**config.mk**
```make
export PLATFORM = sky130hd
export DESIGN_NAME = vec_stride_agen
export DESIGN_NICKNAME = d
export VERILOG_FILES = /design/src/rtl/vagen_pkg.sv /design/src/rtl/vagen_step.sv /design/src/rtl/vagen_mask_pick.sv /design/src/rtl/vec_stride_agen.sv
export SDC_FILE = /design/constraint.sdc
export NUM_CORES = 1
export LEC_CHECK = 0
export ABC_AREA = 1
export BUFFER_PORTS_ARGS = -buffer_cell sky130_fd_sc_hd__buf_2
export CELL_PAD_IN_SITES_DETAIL_PLACEMENT = 0
export CELL_PAD_IN_SITES_GLOBAL_PLACEMENT = 1
export CORE_UTILIZATION = 42
export DETAILED_ROUTE_END_ITERATION = 10
export GPL_TIMING_DRIVEN = 0
export HOLD_SLACK_MARGIN = 0.02
export PLACE_DENSITY = 0.83
export SLEW_MARGIN = 15
export SYNTH_ARGS = -nofsm -noshare
export SYNTH_HDL_FRONTEND = slang
export SYNTH_SLANG_ARGS = --single-unit
```
**constraint.sdc**
```tcl
create_clock -name clk -period 2.3 [get_ports clk]
set_input_delay 0.46 -clock clk [delete_from_list [all_inputs] [get_ports clk]]
set_output_delay 0.46 -clock clk [all_outputs]
set_load 0.05 [all_outputs]
```
**src/rtl/vagen_pkg.sv**
```systemverilog
package vagen_pkg;
    localparam int VA_ADDR_W   = 32;
    localparam int VA_STRIDE_W = 16;
    localparam int VA_SIZE_W   = 4;
    localparam int VA_NUM_ELEM = 64;
endpackage

```
**src/rtl/vagen_step.sv**
```systemverilog
module vagen_step #(
    parameter int ADDR_W   = 32,
    parameter int STRIDE_W = 16,
    parameter int SIZE_W   = 4
) (
    input  logic [STRIDE_W-1:0] stride_i,
    input  logic [SIZE_W-1:0]   size_i,
    output logic [ADDR_W-1:0]   step_o
);
    localparam int EXT_W = ADDR_W - STRIDE_W;
    localparam int PAD_W = ADDR_W - SIZE_W;

    logic signed [ADDR_W-1:0] stride_ext;
    logic signed [ADDR_W-1:0] size_ext;

    // byte step = signed element stride scaled by operand size, modulo 2^ADDR_W
    assign stride_ext = {{EXT_W{stride_i[STRIDE_W-1]}}, stride_i};
    assign size_ext   = {{PAD_W{1'b0}}, size_i};
    assign step_o     = stride_ext * size_ext;
endmodule

```
**src/rtl/vagen_mask_pick.sv**
```systemverilog
module vagen_mask_pick #(
    parameter int N = 64,
    localparam int IW = $clog2(N)
) (
    input  logic [N-1:0]  vec_i,
    input  logic [IW-1:0] idx_i,
    output logic          bit_o
);
    assign bit_o = vec_i[idx_i];
endmodule

```
**src/rtl/vec_stride_agen.sv**
```systemverilog
module vec_stride_agen
    import vagen_pkg::*;
#(
    parameter int ADDR_W   = VA_ADDR_W,
    parameter int STRIDE_W = VA_STRIDE_W,
    parameter int SIZE_W   = VA_SIZE_W,
    parameter int NUM_ELEM = VA_NUM_ELEM,
    localparam int IDX_W   = $clog2(NUM_ELEM)
) (
    input  logic                clk,
    input  logic                rst_n,
    input  logic                start_i,
    input  logic [ADDR_W-1:0]   base_i,
    input  logic [STRIDE_W-1:0] stride_i,
    input  logic [SIZE_W-1:0]   size_i,
    input  logic [IDX_W-1:0]    first_i,
    input  logic [IDX_W-1:0]    last_i,
    input  logic                mask_en_i,
    input  logic [NUM_ELEM-1:0] mask_i,
    output logic                elem_valid_o,
    output logic [ADDR_W-1:0]   elem_addr_o,
    output logic [IDX_W-1:0]    elem_idx_o,
    output logic                elem_active_o,
    output logic                done_o
);
    typedef struct packed {
        logic                valid;
        logic                active;
        logic                done;
        logic [IDX_W-1:0]    idx;
        logic [IDX_W-1:0]    last;
        logic [ADDR_W-1:0]   addr;
        logic [ADDR_W-1:0]   step;
        logic [NUM_ELEM-1:0] mask;
    } agen_state_t;

    agen_state_t st_q, st_d;

    logic [ADDR_W-1:0]   step_w;
    logic [NUM_ELEM-1:0] pick_vec;
    logic [IDX_W-1:0]    pick_idx;
    logic                pick_bit;

    vagen_step #(
        .ADDR_W   (ADDR_W),
        .STRIDE_W (STRIDE_W),
        .SIZE_W   (SIZE_W)
    ) u_step (
        .stride_i (stride_i),
        .size_i   (size_i),
        .step_o   (step_w)
    );

    // one selector serves both the loading cycle and the advancing cycles
    assign pick_vec = st_q.valid ? st_q.mask : (mask_en_i ? mask_i : '1);
    assign pick_idx = st_q.valid ? IDX_W'(st_q.idx + 1'b1) : first_i;

    vagen_mask_pick #(
        .N (NUM_ELEM)
    ) u_pick (
        .vec_i (pick_vec),
        .idx_i (pick_idx),
        .bit_o (pick_bit)
    );

    always_comb begin
        st_d      = st_q;
        st_d.done = 1'b0;
        if (st_q.valid) begin
            if (st_q.idx == st_q.last) begin
                st_d.valid  = 1'b0;
                st_d.active = 1'b0;
                st_d.done   = 1'b1;
            end else begin
                st_d.idx    = IDX_W'(st_q.idx + 1'b1);
                st_d.addr   = st_q.addr + st_q.step;
                st_d.active = pick_bit;
            end
        end else if (start_i) begin
            st_d.last = last_i;
            st_d.step = step_w;
            st_d.mask = mask_en_i ? mask_i : '1;
            if (first_i > last_i) begin
                st_d.active = 1'b0;
                st_d.done   = 1'b1;
            end else begin
                st_d.valid  = 1'b1;
                st_d.idx    = first_i;
                st_d.addr   = base_i;
                st_d.active = pick_bit;
            end
        end
    end

    always_ff @(posedge clk or negedge rst_n) begin
        if (!rst_n) begin
            st_q <= '0;
        end else begin
            st_q <= st_d;
        end
    end

    assign elem_valid_o  = st_q.valid;
    assign elem_addr_o   = st_q.addr;
    assign elem_idx_o    = st_q.idx;
    assign elem_active_o = st_q.active;
    assign done_o        = st_q.done;
endmodule

```
==> impl_metrics.toml, run 1 <==
[outcome]
outcome = "complete, but fails checks"
violations = "setup timing"

[synthesis]
synth_ff_type = "dfrtp_1"
synth_fp_nets = 2039
synth_seq_cells = 132
yosysUniqueCellTypes = 37
synth_edf_count = 0
yosysWarnings = 0
async_flop_share_pct = 100
syn_inst = 1795
syn_area_per_cell_um2 = 6.74
netlist_area_um2 = 12100
synth_seq_area_share_pct = 27.3

[clock_tree]
clock_sinks = 132
clk_path_buf_depth = 2
root_buffer = "clkbuf_16"
worstSkewPairLatency_ns = 0.44
cts_buffers = 17
cts.clk_slew.worst_paths_ns = 0.07
cts_tree = "built"
cts_max_level = 4

[timing]
setup_violations = 17
hold_violations = 0
maxSlewViolCount = 0
period_minus_slack_ns = 3.16
slew_headroom_pct = 44.4
worst_pin_slew_ns = 0.834
skew_ns = 0.0189
tns_ns = -11.35
grt_setup_unrepaired = "true"
period_share_pct = 137
worst_slack_ns = -0.861
timing.fmax_mhz = 316

[final_layout]
layout_commonest_cell = "nand2_1"
diodes = 0
drive_gt1_share_pct = 24.7
stdcell_count = 2420
layout_common_cells = "nand2_1 (356), inv_1 (259), nand3_1 (204)"
n_fill_cell = 2847
multi_input_area_um2 = 7800
area_growth_pct = 27.3
ff_latch_area_um2 = 3310
fin_nets = 2273

[place]
portBuffers = 167
place_hpwl_um = 32200
dpl.cell_count = 2341
place_congestion = 0.958

[floorplan]
core_area_um2 = 28100
dieHeight_um = 172
die_w_um = 172
start_util_pct = 43.1
pin_count = 173
dieArea_um2 = 29500
rows = 61

[routing]
top_layer = "met4"
drc = 0
met3WireLength_um = 2660
wirelength_um = 42600
detail-route-antenna-nets = 0
drt_iter0_markers = 1007
drt_pre_antenna_iters = 5
num_vias = 12800
drt-wirelength-per-cell_um = 17.6
met1Wirelength_um = 20000
viasPerCell = 5.29
wl_met2_um = 19100

[pwr]
p_leak_uw = 0.00795
switchingPower_uw = 12900
clockPowerShare_pct = 11.8
comb_power_share_pct = 69.6
power_per_cell_area_nw_per_um2 = 1560
p_int_uw = 11100
sequentialPowerShare_pct = 18.6
switching_share_pct = 53.7
peakVddDrop_uv = 735
power_uw = 24000

[run]
cap_violations = 0

[global_routing]
grt_max_degree = 93
grt_pass1_wl_um = 65800
grt-ovfl-total = 0
grt_usage_pct = 29.2
antenna_found_initial = 0
grt_pass1_vias = 12100

[min_path]
hold_class = "in -> reg"
hold_depth = 3

[setup_path]
cp-end-kind = "flip-flop"
crit_type = "in -> reg"
cp.required_ns = 2.65
critPathMaxFanout = 6
arrival_ns = 3.51
r2r_cells = 11
worstSetupStartpointType = "primary input"
reg2reg_slack_ns = 0.05
[Yosys cell counts (15+ instances only)]
cell type	number	share of area, %
a21oi_1	104	4.3
inv_1	293	9.1
buf_2	34	1.4
nor2_1	166	5.1
buf_4	39	2.4
nand3_1	216	8.9
a31oi_1	59	3.1
clkbuf_1	30	0.93
or2_0	15	0.78
o21ai_0	78	3.2
nand2_1	382	12
dfrtp_1	132	27
fa_1	34	5.6
ha_1	78	8.1
o211ai_1	21	1.3
[kinds of logic after synthesis]
family,share of synthesized area [%]
xor+xnor,1.16
fa+ha+maj,13.7
flops,27.3
simple gates,29.3
buf+inv,15.1
compound gates,13.5
[state kept, by name, summed over array words and instances (netlist names)]
name	count
elem_idx_o	6
elem_addr_o	32
st_q	91
elem_valid_o	1
done_o	1
elem_active_o	1
[worst max-delay path, cell delays in order]
cell and delay [ns]:
clkbuf_16 0.14, clkbuf_16 0.15, buf_8 0.12, nand2_4 0.05, inv_4 0.03, ha_4 0.22, fa_1 0.48, inv_1 0.05
fa_1 0.49, inv_2 0.05, ha_4 0.17, a21oi_4 0.21, nor2_4 0.05, nor2_2 0.13, nor2_1 0.07, nor3_2 0.30
nand4_1 0.15, a31oi_1 0.17
[what timing repair did]
item	CTS	global route
setup endpoints to repair	31	37
gates cloned	2	0
hold endpoints to repair	40	0
pin swaps	61	37
hold buffers	1	0
buffers inserted	32	13
gates resized for setup	119	56
[stage by stage]
step           util (%)  worst slack (ns)  hold slack (ns)  instance area [um2]
4_1_cts            54.0            -0.779            0.239                15200
3_5_place_dp       49.1             -1.55            0.372                13800
2_1_floorplan         -             -1.08            0.164                12400
3_3_place_gp       49.0             -1.56            0.463                13800
6_report           54.8            -0.861            0.247                15400
5_1_grt            54.8            -0.931            0.250                15400
[power groups by stage]
stage                     clock network [uW]  logic [uW]  registers (uW)
after floorplan                            0       11500            4230
after global placement                     0       15300            4460
after detailed placement                   0       15500            4490
after CTS                               2860       16100            4460
after global routing                    2970       18400            4600
final                                   2830       16700            4480
[path summary, 6_finish.rpt]
kind                              start            end
min reg2reg                     st_q[4]        st_q[4]
min in group asynchronous         rst_n      st_q[129]
max reg2reg                elem_valid_o  elem_active_o
max                           size_i[2]       st_q[83]
min                           last_i[1]      st_q[129]
max in group asynchronous         rst_n       st_q[94]
[layout make-up]
class	count	area share, %
plain buffers	119	5.26
clock buffers	18	2.85
clock inverters	14	0.991
inverters	298	7.31
multi-input cells	1246	50.7
flip-flops and latches	132	21.5
well taps	378	3.07
repair buffers	215	8.37
[per-layer routing]
metal	up-vias	global-route usage, %
met4	0	7.12
met2	469	47.0
li1	6219	-
met3	51	3.43
met5	-	0
met1	6052	41.6
Power figures use the tool's default switching activity.
==> inputs of run 2 (changes only) <==
- CORE_UTILIZATION: 42 -> 35
- PLACE_DENSITY: 0.83 -> 0.71
==> impl_metrics.toml, run 2 (synthesis results as in run 1) <==
[clock_tree]
clk_path_buf_depth = 2
cts_buffers = 17
clock_sinks = 132
root_buffer = "clkbuf_16"
cts_tree = "built"
worstSkewPairLatency_ns = 0.44
cts.clk_slew.worst_paths_ns = 0.06
cts_max_level = 4

[setup_path]
slowest_stage = "fa_1"
worstPathCellList = "clkbuf_16 -> clkbuf_16 -> nand2_4 -> inv_2 -> ha_4 -> fa_1 -> inv_2 -> fa_1 -> inv_2 -> ha_4 -> nand2_2 -> inv_2 -> nand3_2 -> nor3_4 -> nand4_1 -> nand3_1 -> nand2_1 -> a31oi_1"
cp-end-kind = "flip-flop"
crit_type = "in -> reg"
cpPeakStageDelay_ns = 0.54
critPathMaxFanout = 7
cp.depth = 18
r2r_cells = 11
crit_buf_inv = 6
critPathTopFamily = "adder cells"
path_common_cell = "inv_2"
cp.required_ns = 2.65
worstSetupStartpointType = "primary input"
arrival_ns = 3.41

[global_routing]
grt-ovfl-total = 0
grt_max_degree = 96
grt_pass1_vias = 12500
antenna_found_initial = 1
grt_pass1_wl_um = 69200
grt_usage_pct = 25.2

[routing]
detail-route-antenna-nets = 0
viasPerCell = 5.10
wirelength_um = 43600
drt_iter0_markers = 876
drt_pre_antenna_iters = 5
num_vias = 12700
drt-wirelength-per-cell_um = 17.6
drc = 0

[pwr]
switchingPower_uw = 13000
clockPowerShare_pct = 11.7
p_leak_uw = 0.00790
p_int_uw = 11300
peakVddDrop_uv = 815
switching_share_pct = 53.5
sequentialPowerShare_pct = 18.4
comb_power_share_pct = 69.8
power_per_cell_area_nw_per_um2 = 1570

[final_layout]
n_fill_cell = 3536
drive_gt1_share_pct = 25.0
layout_common_cells = "nand2_1 (355), inv_1 (258), nand3_1 (205)"
area_growth_pct = 28.3
largest_reg_flops = 91
fin_nets = 2263
top_register = "st_q"
layout_commonest_cell = "nand2_1"

[timing]
whs_ns = 0.252
hold_violations = 0
period_share_pct = 133
slew_headroom_pct = 45.1
worst_slack_ns = -0.761
worst_pin_slew_ns = 0.824
timing.fmax_mhz = 327
grt_setup_unrepaired = "true"
skew_ns = 0.0105
period_minus_slack_ns = 3.06
setup_violations = 17
maxSlewViolCount = 0

[place]
portBuffers = 167
place_hpwl_um = 33400
place_congestion = 0.934
pre_cts_ws_ns = -1.56

[run]
cap_violations = 0

[floorplan]
start_util_pct = 35.8
pin_count = 173
die_w_um = 188
rows = 67
dieArea_um2 = 35300
core_area_um2 = 33800
dieHeight_um = 188

[outcome]
violations = "setup timing"
outcome = "complete, but fails checks"

[min_path]
hold_class = "in -> reg"
hold_depth = 3
==> run 2: cell count changes in the layout (fill, tap and decap cells not counted), sizes merged <==
cell / before / now
clkbuf: 52 / 54
inv: 308 / 300
buf: 299 / 288
clkinvlp: 1 / 3
clkinv: 2 / 6
bufinv: 1 / 2
diode: 0 / 1
==> run 2: final cells by class <==
cell class | instances | area (um2) | area share, %
Tap cell | 448 | 561 | 3.61
Sequential cell | 132 | 3310 | 21.3
Clock buffer | 19 | 443 | 2.85
Buffer | 119 | 818 | 5.27
Inverter | 298 | 1130 | 7.27
Clock inverter | 13 | 149 | 0.959
Antenna cell | 1 | 2.50 | 0.0161
Timing Repair Buffer | 205 | 1240 | 7.99
Multi-Input combinational cell | 1246 | 7870 | 50.7
==> run 2: timing repair <==
item / CTS / global route
hold buffers: 1 / 0
buffers inserted: 24 / 10
pin swaps: 62 / 26
hold endpoints to repair: 37 / 0
gates resized for setup: 113 / 81
setup endpoints to repair: 33 / 39
gates cloned: 2 / 0
==> run 2: worst paths after layout <==
| kind | start | end | slack, ns |
|---|---|---|---|
| worst max-delay path | size_i[2] | st_q[83] | -0.76 |
| worst min-delay path | last_i[1] | st_q[129] | 0.25 |
| worst max register to register | elem_valid_o | elem_active_o | 0.11 |
| worst min register to register | st_q[4] | st_q[4] | 0.48 |
| max in group asynchronous | rst_n | st_q[94] | 0.94 |
| min in group asynchronous | rst_n | st_q[26] | 0.48 |
==> run 2: power groups by stage <==
stage          registers [uW]  clock network [uW]  logic (uW)
2_1_floorplan            4230                   0       11500
3_3_place_gp             4480                   0       15500
3_5_place_dp             4500                   0       15600
4_1_cts                  4460                2880       16200
5_1_grt                  4610                2970       18800
6_report                 4480                2860       17000
==> run 2: per-stage QoR <==
stage	TNS [ns]	cells	utilization, %	power (uW)	instance area (um2)
after floorplan	-15.09	1795	-	15700	12400
after global placement	-197.95	2410	41.0	20000	13800
after detailed placement	-25.38	2411	41.1	20100	13900
after CTS	-10.18	2470	44.9	23600	15200
after global routing	-12.87	2481	45.9	26400	15500
final	-10.54	2481	45.9	24300	15500
==> run 2: routing by layer <==
| metal | GRT usage, % | wire [um] |
|---|---|---|
| met1 | 35.6 | 20700 |
| met2 | 39.3 | 19300 |
| met3 | 4.08 | 2700 |
| met4 | 7.63 | 845 |
| met5 | 0 | 0 |
==> run 2: worst min-delay path: stages <==
cell     delay (ns)
buf_2          0.09
nand2_1        0.04
o21ai_0        0.05
==> inputs of run 3 (changes only) <==
- CORE_UTILIZATION: 35 -> 42
- PLACE_DENSITY: 0.71 -> 0.83
- REMOVE_ABC_BUFFERS: default -> 1
==> impl_metrics.toml, run 3 (synthesis results as in run 1) <==
[clock_tree]
worstSkewPairLatency_ns = 0.43
clock_sinks = 132
cts.clk_slew.worst_paths_ns = 0.06
root_buffer = "clkbuf_16"
cts_tree = "built"
cts_max_level = 4
clk_path_buf_depth = 2
cts_buffers = 17

[timing]
timing.fmax_mhz = 335
skew_ns = 0.0129
maxSlewViolCount = 0
worst_pin_slew_ns = 0.777
grt_setup_unrepaired = "true"
hold_violations = 0
worst_slack_ns = -0.686
period_minus_slack_ns = 2.99
period_share_pct = 130
setup_violations = 16
slew_headroom_pct = 47.6

[pwr]
peakVddDrop_uv = 627
switchingPower_uw = 12300
clockPowerShare_pct = 11.3
power_per_cell_area_nw_per_um2 = 1510
p_int_uw = 10600
power_uw = 22900
sequentialPowerShare_pct = 19.4
switching_share_pct = 53.6
p_leak_uw = 0.00766
comb_power_share_pct = 69.3

[global_routing]
grt_usage_pct = 25.3
grtUsageMet2_pct = 45.6
busiest_layer = "met2"
gr-usage-met3_pct = 2.97
grt_use_met1_pct = 31.5
antenna_found_initial = 0
grt_max_degree = 73
grt_pass1_vias = 11700
grt_pass1_wl_um = 58700
grt-ovfl-total = 0

[setup_path]
reg2reg_slack_ns = 0.07
crit_type = "in -> reg"
arrival_ns = 3.34
critPathMaxFanout = 8
r2r_cells = 8
cp-end-kind = "flip-flop"
rr_endpoint = "elem_active_o"
cp.required_ns = 2.65
r2r-start = "elem_valid_o"
worstSetupStartpointType = "primary input"

[floorplan]
rows = 61
core_area_um2 = 28100
dieHeight_um = 172
start_util_pct = 43.1
dieArea_um2 = 29500
die_w_um = 172
pin_count = 173

[routing]
detail-route-antenna-nets = 0
drt_iter0_markers = 931
viasPerCell = 5.25
wirelength_um = 37400
drc = 0
num_vias = 12200
drt-wirelength-per-cell_um = 16.1
drt_pre_antenna_iters = 7

[final_layout]
fin_nets = 2180
fin_util_pct = 53.9
stdcell_count = 2327
top_register = "st_q"
area_growth_pct = 25.1
diodes = 0
n_fill_cell = 2776
fin_area_um2 = 15100
drive_gt1_share_pct = 23.6
layout_commonest_cell = "nand2_1"
largest_reg_flops = 91
layout_common_cells = "nand2_1 (342), inv_1 (251), nand3_1 (204)"

[place]
dpl.cell_count = 2236
pre_cts_ws_ns = -1.72
place_hpwl_um = 25800
place_congestion = 0.906
place_area_um2 = 13000
portBuffers = 172

[run]
cap_violations = 0

[min_path]
hold_depth = 3
min_from = "last_i[1]"
hold_class = "in -> reg"
hold_end = "st_q[129]"

[outcome]
outcome = "complete, but fails checks"
violations = "setup timing"
run 3: power by group through the flow:
stage | clock [uW] | combinational (uW) | sequential [uW]
6_report | 2600 | 15900 | 4450
5_1_grt | 2730 | 17700 | 4580
4_1_cts | 2640 | 15100 | 4440
3_5_place_dp | 0 | 14100 | 4510
3_3_place_gp | 0 | 13300 | 4360
2_1_floorplan | 0 | 9010 | 5540
run 3: how the worst max path moves through the flow:
stage	from	endpoint	slack (ns)	depth (start not counted)
5_1_grt	size_i[3]	st_q[80]	-0.80	17
2_1_floorplan	elem_valid_o	elem_idx_o[3]	-8.32	5
4_1_cts	size_i[2]	st_q[83]	-0.69	17
3_3_place_gp	elem_valid_o	elem_idx_o[3]	-13.84	5
6_report	size_i[3]	st_q[80]	-0.69	17
3_5_place_dp	size_i[3]	st_q[76]	-1.72	18
run 3: layout make-up:
cell class	count	area, um2	share of cell area [%]
repair inverters	1	8.76	0.0578
clock inverters	15	125	0.826
multi-input cells	1248	7950	52.5
well taps	378	473	3.12
flip-flops and latches	132	3310	21.8
repair buffers	238	1690	11.2
inverters	298	1160	7.68
clock buffers	17	425	2.81
run 3: repair_timing:
| item | 4_1_cts | 5_1_grt |
|---|---|---|
| hold buffers | 1 | 0 |
| gates resized for setup | 188 | 91 |
| hold endpoints to repair | 26 | 0 |
| pin swaps | 57 | 73 |
| setup endpoints to repair | 66 | 51 |
| cloned | 4 | 1 |
| setup buffers | 32 | 22 |
run 3: layer usage:
layer  up-vias  part of all wire (%)
li1       6025                     -
met1      5810                    44
met2       339                    50
met3        38                   4.8
met4         0                   1.6
met5         -                     0
run 3: worst max-delay path: stages:
cell and delay (ns):
buf_16 0.13, nand2_4 0.05, inv_2 0.04, ha_4 0.23, fa_1 0.50, inv_2 0.04
fa_1 0.55, inv_2 0.05, ha_4 0.24, a21oi_4 0.14, nand2_2 0.09, a21boi_4 0.18
buf_4 0.16, inv_1 0.05, nand3b_1 0.15, nand3_1 0.09, a31oi_1 0.16
run 3: metrics by stage:
| step | TNS, ns | hold slack [ns] |
|---|---|---|
| 6_report | -8.95 | 0.260 |
| 5_1_grt | -10.56 | 0.274 |
| 4_1_cts | -8.70 | 0.257 |
| 3_5_place_dp | -70.98 | 0.452 |
| 3_3_place_gp | -1388.21 | 0.459 |
| 2_1_floorplan | -707.00 | 0.164 |
